<file path="config.mk">
export PLATFORM = sky130hd
export DESIGN_NAME = adc_seq_timer
export DESIGN_NICKNAME = d
export VERILOG_FILES = /design/src/rtl/adc_seq_pkg.sv /design/src/rtl/adc_seq_div.sv /design/src/rtl/adc_seq_cfg.sv /design/src/rtl/adc_seq_phase.sv /design/src/rtl/adc_seq_timer.sv
export SDC_FILE = /design/constraint.sdc
export NUM_CORES = 1
export LEC_CHECK = 0
export BUFFER_PORTS_ARGS = -buffer_cell sky130_fd_sc_hd__buf_2
export CORE_ASPECT_RATIO = 1.1
export CORE_UTILIZATION = 35
export CTS_BUF_LIST = sky130_fd_sc_hd__clkbuf_16
export DETAILED_ROUTE_END_ITERATION = 10
export HOLD_SLACK_MARGIN = 0.06
export PLACE_DENSITY = 0.5
export SLEW_MARGIN = 10
export SYNTH_ARGS = -nofsm -noshare
export SYNTH_HDL_FRONTEND = slang
export SYNTH_SLANG_ARGS = --single-unit
</file>
<file path="constraint.sdc">
create_clock -name clk_i -period 6.05 [get_ports clk_i]
set_input_delay 0.605 -clock clk_i [delete_from_list [all_inputs] [get_ports clk_i]]
set_output_delay 0.605 -clock clk_i [all_outputs]
set_load 0.02 [all_outputs]
</file>
<file path="src/rtl/adc_seq_pkg.sv">
package adc_seq_pkg;

   localparam int unsigned DIV_SEL_W = 3;
   localparam int unsigned MAX_RATIO = 64;

   typedef enum logic [1:0] {
      PH_IDLE = 2'd0,
      PH_STAB = 2'd1,
      PH_SAMP = 2'd2,
      PH_CONV = 2'd3
   } phase_e;

   typedef struct packed {
      logic [DIV_SEL_W-1:0] div_sel;
      logic                 lv2;
      logic                 res8;
      logic                 seq;
   } cfg_t;

   // peripheral clocks per conversion tick for a divider code
   function automatic int unsigned ratio_of(input logic [DIV_SEL_W-1:0] sel);
      case (sel)
         3'd0:    return 64;
         3'd1:    return 32;
         3'd2:    return 16;
         3'd3:    return 8;
         3'd4:    return 6;
         3'd5:    return 5;
         3'd6:    return 4;
         default: return 2;
      endcase
   endfunction

endpackage

</file>
<file path="src/rtl/adc_seq_div.sv">
module adc_seq_div #(
   parameter int unsigned CNT_W = 6
) (
   input  logic             clk_i,
   input  logic             rst_ni,
   input  logic             run_i,
   input  logic [CNT_W-1:0] reload_i,
   output logic             tick_o
);

   logic [CNT_W-1:0] cnt_q;

   // down-counter reloading at ratio-1; held at reload while not running
   always_ff @(posedge clk_i or negedge rst_ni) begin
      if (!rst_ni)                       cnt_q <= '0;
      else if (!run_i || cnt_q == '0)    cnt_q <= reload_i;
      else                               cnt_q <= cnt_q - CNT_W'(1);
   end

   assign tick_o = run_i && (cnt_q == '0);

endmodule

</file>
<file path="src/rtl/adc_seq_cfg.sv">
module adc_seq_cfg
   import adc_seq_pkg::*;
#(
   parameter int unsigned N_EDGE = 2
) (
   input  logic              clk_i,
   input  logic              rst_ni,
   input  logic              start_i,
   input  logic              enable_i,
   input  cfg_t              cfg_i,
   input  logic [N_EDGE-1:0] lvl_i,
   output cfg_t              cfg_o,
   output logic [N_EDGE-1:0] rise_o
);

   cfg_t cfg_q;

   // settings follow the inputs only while fully stopped
   always_ff @(posedge clk_i or negedge rst_ni) begin
      if (!rst_ni)                  cfg_q <= '0;
      else if (!start_i && !enable_i) cfg_q <= cfg_i;
   end

   assign cfg_o = cfg_q;

   for (genvar g = 0; g < N_EDGE; g++) begin : g_edge
      logic prev_q;
      always_ff @(posedge clk_i or negedge rst_ni) begin
         if (!rst_ni) prev_q <= 1'b0;
         else         prev_q <= lvl_i[g];
      end
      assign rise_o[g] = lvl_i[g] && !prev_q;
   end

endmodule

</file>
<file path="src/rtl/adc_seq_phase.sv">
module adc_seq_phase
   import adc_seq_pkg::*;
#(
   parameter int unsigned PH_W       = 5,
   parameter int unsigned STAB_TICKS = 2,
   parameter int unsigned LV1_TOTAL  = 19,
   parameter int unsigned LV1_SAMP   = 7,
   parameter int unsigned LV2_TOTAL  = 17,
   parameter int unsigned LV2_SAMP   = 5,
   parameter int unsigned RES8_CUT   = 2
) (
   input  logic   clk_i,
   input  logic   rst_ni,
   input  logic   tick_i,
   input  logic   enable_i,
   input  logic   sw_go_i,
   input  logic   hw_go_i,
   input  logic   start_lvl_i,
   input  cfg_t   cfg_i,
   output phase_e phase_o,
   output logic   done_o
);

   phase_e          ph_q, ph_d;
   logic [PH_W-1:0] pc_q, pc_d;
   logic            trig_q, trig_d;
   logic [PH_W-1:0] tot_len, samp_len, conv_len, lim;
   logic            last;

   always_comb begin
      tot_len  = cfg_i.lv2 ? PH_W'(LV2_TOTAL) : PH_W'(LV1_TOTAL);
      if (cfg_i.res8) tot_len = tot_len - PH_W'(RES8_CUT);
      samp_len = cfg_i.lv2 ? PH_W'(LV2_SAMP) : PH_W'(LV1_SAMP);
      conv_len = tot_len - samp_len;
      case (ph_q)
         PH_STAB: lim = PH_W'(STAB_TICKS);
         PH_SAMP: lim = samp_len;
         default: lim = conv_len;
      endcase
   end

   assign last = tick_i && (pc_q == lim - PH_W'(1));

   always_comb begin
      ph_d   = ph_q;
      pc_d   = pc_q;
      trig_d = trig_q;
      if (!enable_i) begin
         ph_d = PH_IDLE;
         pc_d = '0;
      end else begin
         case (ph_q)
            PH_IDLE: begin
               if (sw_go_i) begin
                  ph_d   = PH_SAMP;
                  pc_d   = '0;
                  trig_d = 1'b0;
               end else if (hw_go_i) begin
                  ph_d   = (STAB_TICKS == 0) ? PH_SAMP : PH_STAB;
                  pc_d   = '0;
                  trig_d = 1'b1;
               end
            end
            PH_STAB: begin
               if (last) begin
                  ph_d = PH_SAMP;
                  pc_d = '0;
               end else if (tick_i) begin
                  pc_d = pc_q + PH_W'(1);
               end
            end
            PH_SAMP: begin
               if (last) begin
                  ph_d = PH_CONV;
                  pc_d = '0;
               end else if (tick_i) begin
                  pc_d = pc_q + PH_W'(1);
               end
            end
            default: begin
               if (last) begin
                  pc_d = '0;
                  ph_d = (cfg_i.seq && (trig_q || start_lvl_i)) ? PH_SAMP : PH_IDLE;
               end else if (tick_i) begin
                  pc_d = pc_q + PH_W'(1);
               end
            end
         endcase
      end
   end

   always_ff @(posedge clk_i or negedge rst_ni) begin
      if (!rst_ni) begin
         ph_q   <= PH_IDLE;
         pc_q   <= '0;
         trig_q <= 1'b0;
      end else begin
         ph_q   <= ph_d;
         pc_q   <= pc_d;
         trig_q <= trig_d;
      end
   end

   assign phase_o = ph_q;
   assign done_o  = (ph_q == PH_CONV) && last;

endmodule

</file>
<file path="src/rtl/adc_seq_timer.sv">
module adc_seq_timer
   import adc_seq_pkg::*;
#(
   parameter int unsigned STAB_TICKS = 2,
   parameter int unsigned LV1_TOTAL  = 19,
   parameter int unsigned LV1_SAMP   = 7,
   parameter int unsigned LV2_TOTAL  = 17,
   parameter int unsigned LV2_SAMP   = 5,
   parameter int unsigned RES8_CUT   = 2
) (
   input  logic                 clk_i,
   input  logic                 rst_ni,
   input  logic                 enable_i,
   input  logic                 start_i,
   input  logic                 hw_trig_i,
   input  logic                 seq_mode_i,
   input  logic [DIV_SEL_W-1:0] div_sel_i,
   input  logic                 lv_mode_i,
   input  logic                 res8_i,
   output logic                 sample_o,
   output logic                 convert_o,
   output logic                 step_o,
   output logic                 done_o,
   output logic                 busy_o
);

   localparam int unsigned CNT_W   = $clog2(MAX_RATIO);
   localparam int unsigned LONGEST = (LV1_TOTAL > LV2_TOTAL) ? LV1_TOTAL : LV2_TOTAL;
   localparam int unsigned PH_W    = $clog2(LONGEST + 1);

   // elaboration-time parameter checks
   if (LV1_SAMP + RES8_CUT >= LV1_TOTAL) begin : g_bad_lv1
      $error("mode 1 sampling leaves no bit phase");
   end
   if (LV2_SAMP + RES8_CUT >= LV2_TOTAL) begin : g_bad_lv2
      $error("mode 2 sampling leaves no bit phase");
   end
   if (STAB_TICKS >= (1 << PH_W)) begin : g_bad_stab
      $error("settling wait too long for phase counter");
   end

   cfg_t        cfg_in, cfg_q;
   logic [1:0]  lvl, rise;
   phase_e      phase;
   logic        run, tick, done;
   logic [CNT_W-1:0] reload;

   assign cfg_in = '{div_sel: div_sel_i, lv2: lv_mode_i, res8: res8_i, seq: seq_mode_i};
   assign lvl    = {hw_trig_i, start_i};

   adc_seq_cfg #(.N_EDGE(2)) cfg_i (
      .clk_i    (clk_i),
      .rst_ni   (rst_ni),
      .start_i  (start_i),
      .enable_i (enable_i),
      .cfg_i    (cfg_in),
      .lvl_i    (lvl),
      .cfg_o    (cfg_q),
      .rise_o   (rise)
   );

   assign run    = (phase != PH_IDLE);
   assign reload = CNT_W'(ratio_of(cfg_q.div_sel) - 1);

   adc_seq_div #(.CNT_W(CNT_W)) div_i (
      .clk_i    (clk_i),
      .rst_ni   (rst_ni),
      .run_i    (run),
      .reload_i (reload),
      .tick_o   (tick)
   );

   adc_seq_phase #(
      .PH_W       (PH_W),
      .STAB_TICKS (STAB_TICKS),
      .LV1_TOTAL  (LV1_TOTAL),
      .LV1_SAMP   (LV1_SAMP),
      .LV2_TOTAL  (LV2_TOTAL),
      .LV2_SAMP   (LV2_SAMP),
      .RES8_CUT   (RES8_CUT)
   ) phase_i (
      .clk_i       (clk_i),
      .rst_ni      (rst_ni),
      .tick_i      (tick),
      .enable_i    (enable_i),
      .sw_go_i     (rise[0]),
      .hw_go_i     (rise[1]),
      .start_lvl_i (start_i),
      .cfg_i       (cfg_q),
      .phase_o     (phase),
      .done_o      (done)
   );

   assign busy_o    = run;
   assign sample_o  = (phase == PH_SAMP);
   assign convert_o = (phase == PH_CONV);
   assign step_o    = convert_o && tick;
   assign done_o    = done;

endmodule

</file>
# After elaboration in Yosys (flattened, before gate mapping)
# Cells that the tools add are included.
[classes]
addsub = 6
n_reduce_logical = 23
eq_ne = 15
mux = 22
[op_table]
columns = ["op", "n"]
rows = [
  ["$pmux 6 s7", 1],
  ["$mux 5", 7],
  ["$mux 2", 9],
  ["$sub 6x1->6 const B", 2],
  ["$pmux 5 s2", 1],
  ["$eq 3x3->1 const B", 3],
  ["$logic_and 1x1->1", 8],
  ["$eq 3x2->1 const B", 2],
  ["$logic_not 6->1", 1],
  ["$mux 6", 1],
  ["$ne 3x2->1 const B", 2],
  ["$pmux 2 s3", 1],
  ["$add 5x1->5 const B", 1],
  ["$eq 5x5->1", 1],
  ["$logic_not 1->1", 5],
  ["$sub 5x1->5 const B", 1],
  ["$sub 5x2->5 const B", 1],
  ["$sub 5x5->5", 1],
  ["$eq 2x2->1 const B", 2],
  ["$ne 4x1->1 const B", 1],
  ["$ne 4x2->1 const B", 1],
  ["$reduce_and 4->1", 1],
  ["$reduce_bool 2->1", 2],
  ["$eq 3x1->1 const B", 1],
  ["other kinds (8)", 10],
]
[totals]
word_cells = 76
ff_bits = 22

# Logic depth before layout (Yosys ltp)
[logic_depth]
word_depth = 11
depth_mapped = 11
depth_no_buf = 10

# Hierarchy
# Synthesis repeated with hierarchy kept, for this count alone.
[hier_totals]
hier_cells = 143
hier_area_um2 = 1493.9
[modules_own_cells]
columns = ["mod", "seq_area_each_um2", "n_inst", "area_per_inst_um2", "cells_per_inst"]
rows = [
  ["adc_seq_phase", 200.2, 1, 720.7, 78],
  ["adc_seq_div", 150.1, 1, 360.3, 30],
  ["adc_seq_cfg", 200.2, 1, 291.5, 17],
  ["adc_seq_timer", 0.0, 1, 121.4, 18],
]

# Worst setup path after synthesis
# OpenSTA, ideal clock, no wires.
[synth_path]
path_type = "reg2out"
start = "register phase_i.ph_q[0] (netlist: phase_i.phase_o[0])"
end = "output port done_o"
slack_ps = 2976
required_ps = 5445
path_stages_with_launch = 8
arrival_ps = 2469
cell_sequence = "dfrtp_1 -> inv_1 -> ha_1 -> buf_6 -> mux2_4 -> a211o_1 -> and3b_4 -> nor4b_1"
[synth_via]
elab_chain_len = 6
[synth_lines]
columns = ["element", "line_no", "text"]
rows = [
  ["start: declaration", "adc_seq_phase.sv:24", "phase_e ph_q, ph_d;"],
  ["start signal: assignment", "adc_seq_phase.sv:98", "ph_q <= ph_d;"],
  ["$eq 2x2->1 / $eq 2x1->1 (equally long branches)", "adc_seq_phase.sv:35", "case (ph_q)"],
  ["$pmux 5 s2", "adc_seq_phase.sv:35", ""],
  ["$sub 5x1->5", "adc_seq_phase.sv:42", "assign last = tick_i && (pc_q == lim - PH_W'(1));"],
  ["$eq 5x5->1", "adc_seq_phase.sv:42", ""],
  ["$logic_and 1x1->1", "adc_seq_phase.sv:42", ""],
  ["$logic_and 1x1->1 (*)", "adc_seq_phase.sv:105", "assign done_o = (ph_q == PH_CONV) && last;"],
  ["end: declaration", "adc_seq_timer.sv:23", "output logic done_o,"],
]
# Mark *: on every way between the ends. The rest lies on a longest branch, timed or not.

# Worst setup path in the final report
[layout_path]
start = "register phase_i.ph_q[1] (netlist: phase_i.phase_o[1])"
end = "output port done_o"
# Same word-level chain as after synthesis.

==> impl_metrics.json <==
{
  "status": "finished, final reports clean",
  "nNetsFinal": 184,
  "leakagePower_nw": 0.718,
  "drt-pass1-iter-count": 5,
  "postSynthCellCount": 150,
  "critical_path_required_ns": 5.44,
  "cts_resized": 0,
  "antenna_found_initial": 0,
  "yosysTopAreaCell": "dfrtp_1",
  "max_cap_viol_count": 0,
  "p_per_area_nw_per_um2": 431,
  "cts_buffers": 3,
  "synth-async-reset-ratio_pct": 100,
  "place_hpwl_mm": 2.41,
  "place.gp.congestion": 0.808,
  "grt_pass1_wl_mm": 5.23,
  "dp_slack_ns": 3.08,
  "syn_to_final_growth_pct": 13.3,
  "layout_commonest_cell": "dfrtp_1",
  "slew-limit-headroom_pct": 19.0,
  "critPathArrivalTime_ns": 2.66,
  "ys_top_cells_by_area": "dfrtp_1 38%, ha_1 6.9%, mux2_2 4.7%, nor3_1 3.1%, xnor2_1 3.0%",
  "topRoutingLayerUsed": "met4",
  "synth_cell_types": 49,
  "worstMarginPinSlew_ns": 1.21,
  "die_h_um": 69.5,
  "cts_root_buffer": "clkbuf_16",
  "wl_met3_um": 112,
  "hp-class": "in -> async",
  "drive_gt1_share_pct": 21.3,
  "skew_ns": 0.00336,
  "period_minus_slack_ns": 3.27,
  "drtIter0Drc": 63,
  "die_w_um": 63.3,
  "hold_buffers": 0,
  "m1WireLength_mm": 1.46,
  "clk_latency_ns": 0.25,
  "h-tree-depth": 1,
  "finalSetupViolCount": 0,
  "syn-cell-area_um2": 1450,
  "fin_ws_ns": 2.78,
  "fin_crit_sh_pct": 54.0,
  "core_area_um2": 3960,
  "synth-main-ff-cell": "dfrtp_1",
  "finalSetupTns_ns": 0,
  "rsz0062_at_grt": "no",
  "wl_per_cell_um": 14.1,
  "grt_pass1_vias": 1101,
  "worst_ir_drop_vdd_v": 0.000185,
  "worstSetupEndpointType": "primary output",
  "clock.fmax_mhz": 306,
  "vias": 1172,
  "synth_nets": 169,
  "dr_wl_met2_mm": 1.44,
  "fin_util_pct": 41.4,
  "synth_area_per_cell_um2": 9.65,
  "ys_seq_area_share_pct": 38.0,
  "drc": 0,
  "synth-seq-cells": 22,
  "gr-usage-all-layers_pct": 15.1,
  "final_cell_mix": "22 x dfrtp_1, 15 x buf_2, 9 x nor3_1",
  "hold_viol": 0,
  "yosysTopAreaCellShare_pct": 38.0,
  "worst-setup-path-type": "reg -> out",
  "postCtsSetupBuffers": 0,
  "grt_start_max_net_pins": 23,
  "antenna_cells": 0,
  "worst-path-max-fanout": 9,
  "yosysWarningCount": 0,
  "wirelength_mm": 3.04,
  "cts.sinks": 22,
  "die_area_um2": 4400,
  "gr-total-overflow": 0,
  "port_buffers": 15,
  "slew_viol_final": 0,
  "cts_tree": "done",
  "viasPerCell": 5.43,
  "cts.path.max_buffers": 2,
  "initial_core_util_pct": 36.5,
  "drtAntennaViolNets": 0,
  "pin_count": 16,
  "fillers": 423,
  "p_total_w": 0.000706,
  "cp-start-kind": "register",
  "path_clk_slew_ns": 0.06,
  "num_rows": 24,
  "synth_edf_count": 0
}
synth_stat cells (2+ instances only):
cell type and count:
xnor2_1 5, nor2b_1 2, o22ai_1 3, ha_1 8, nand3b_1 2, and2_1 5
nand4_1 2, nor3b_1 2, o21ai_0 8, a21oi_1 6, mux2i_1 2, nor2_1 8
a222oi_1 2, nor4b_1 2, nand2_1 7, nand3_1 7, nand2b_1 4, dfrtp_1 22
mux2_2 6, a31oi_1 2, and3_1 2, nor3_1 9, inv_1 6, clkbuf_1 3
critical path, cell delays in order, from the launching register on:
cell	delay (ns)
dfrtp_1	0.43
inv_1	0.11
ha_1	0.46
mux2_4	0.34
a311oi_2	0.36
a21oi_2	0.16
nor4b_1	0.34
buf_2	0.22
report_power, final:
group	internal [W]	switching, W
clock network	0.0000880	0.0000496
logic	0.000151	0.000199
registers	0.000185	0.0000341
total	0.000424	0.000283
per-stage QoR:
step           instance area, µm²  hold WS, ns  std cells
5_1_grt                      1640        0.366        216
3_5_place_dp                 1560        0.504        212
3_3_place_gp                 1560        0.485        212
4_1_cts                      1640        0.339        216
2_1_floorplan                1450        0.309        150
6_report                     1640        0.317        216
registers in the layout (all words and copies together), names as in the netlist:
name / count
phase_i.pc_q: 5
phase_i.phase_o: 2
cfg_i.g_edge.prev_q: 2
div_i.cnt_q: 6
cfg_i.cfg_o: 6
phase_i.trig_q: 1
per-layer routing:
metal | up-vias | global-route usage (%)
met2 | 27 | 25.1
met1 | 553 | 20.1
met3 | 2 | 2.14
met5 | - | 0
li1 | 590 | -
met4 | 0 | 4.55
cells by family after synthesis:
group / count (synthesis) / share of synthesized area [%]
compound gates: 32 / 15.4
xor+xnor: 6 / 3.63
fa+ha+maj: 8 / 6.91
buf+inv: 11 / 3.37
flops: 22 / 38.0
mux: 9 / 7.09
simple gates: 62 / 25.6
layout make-up:
| cell class | instances | area [µm²] | share of cell area, % |
|---|---|---|---|
| clock inverters | 1 | 3.75 | 0.229 |
| repair buffers | 15 | 75.1 | 4.58 |
| flip-flops and latches | 22 | 551 | 33.6 |
| inverters | 6 | 22.5 | 1.37 |
| well taps | 52 | 65.1 | 3.97 |
| clock buffers | 3 | 75.1 | 4.58 |
| multi-input cells | 117 | 848 | 51.7 |
path summary, 6_finish.rpt:
path / cells after the start / to / startpoint / slack, ns
min: 1 / phase_i.phase_o[1] / rst_ni / 0.32
max in group asynchronous: 1 / phase_i.pc_q[1] / rst_ni / 5.39
min in group clk_i: 1 / cfg_i.g_edge[1].prev_q / hw_trig_i / 0.48
max reg2reg: 7 / phase_i.phase_o[0] / phase_i.phase_o[1] / 3.25
max: 7 / done_o / phase_i.phase_o[1] / 2.78
min reg2reg: 1 / div_i.cnt_q[0] / div_i.cnt_q[0] / 0.50
No activity file was read; power rests on OpenSTA's default activity.
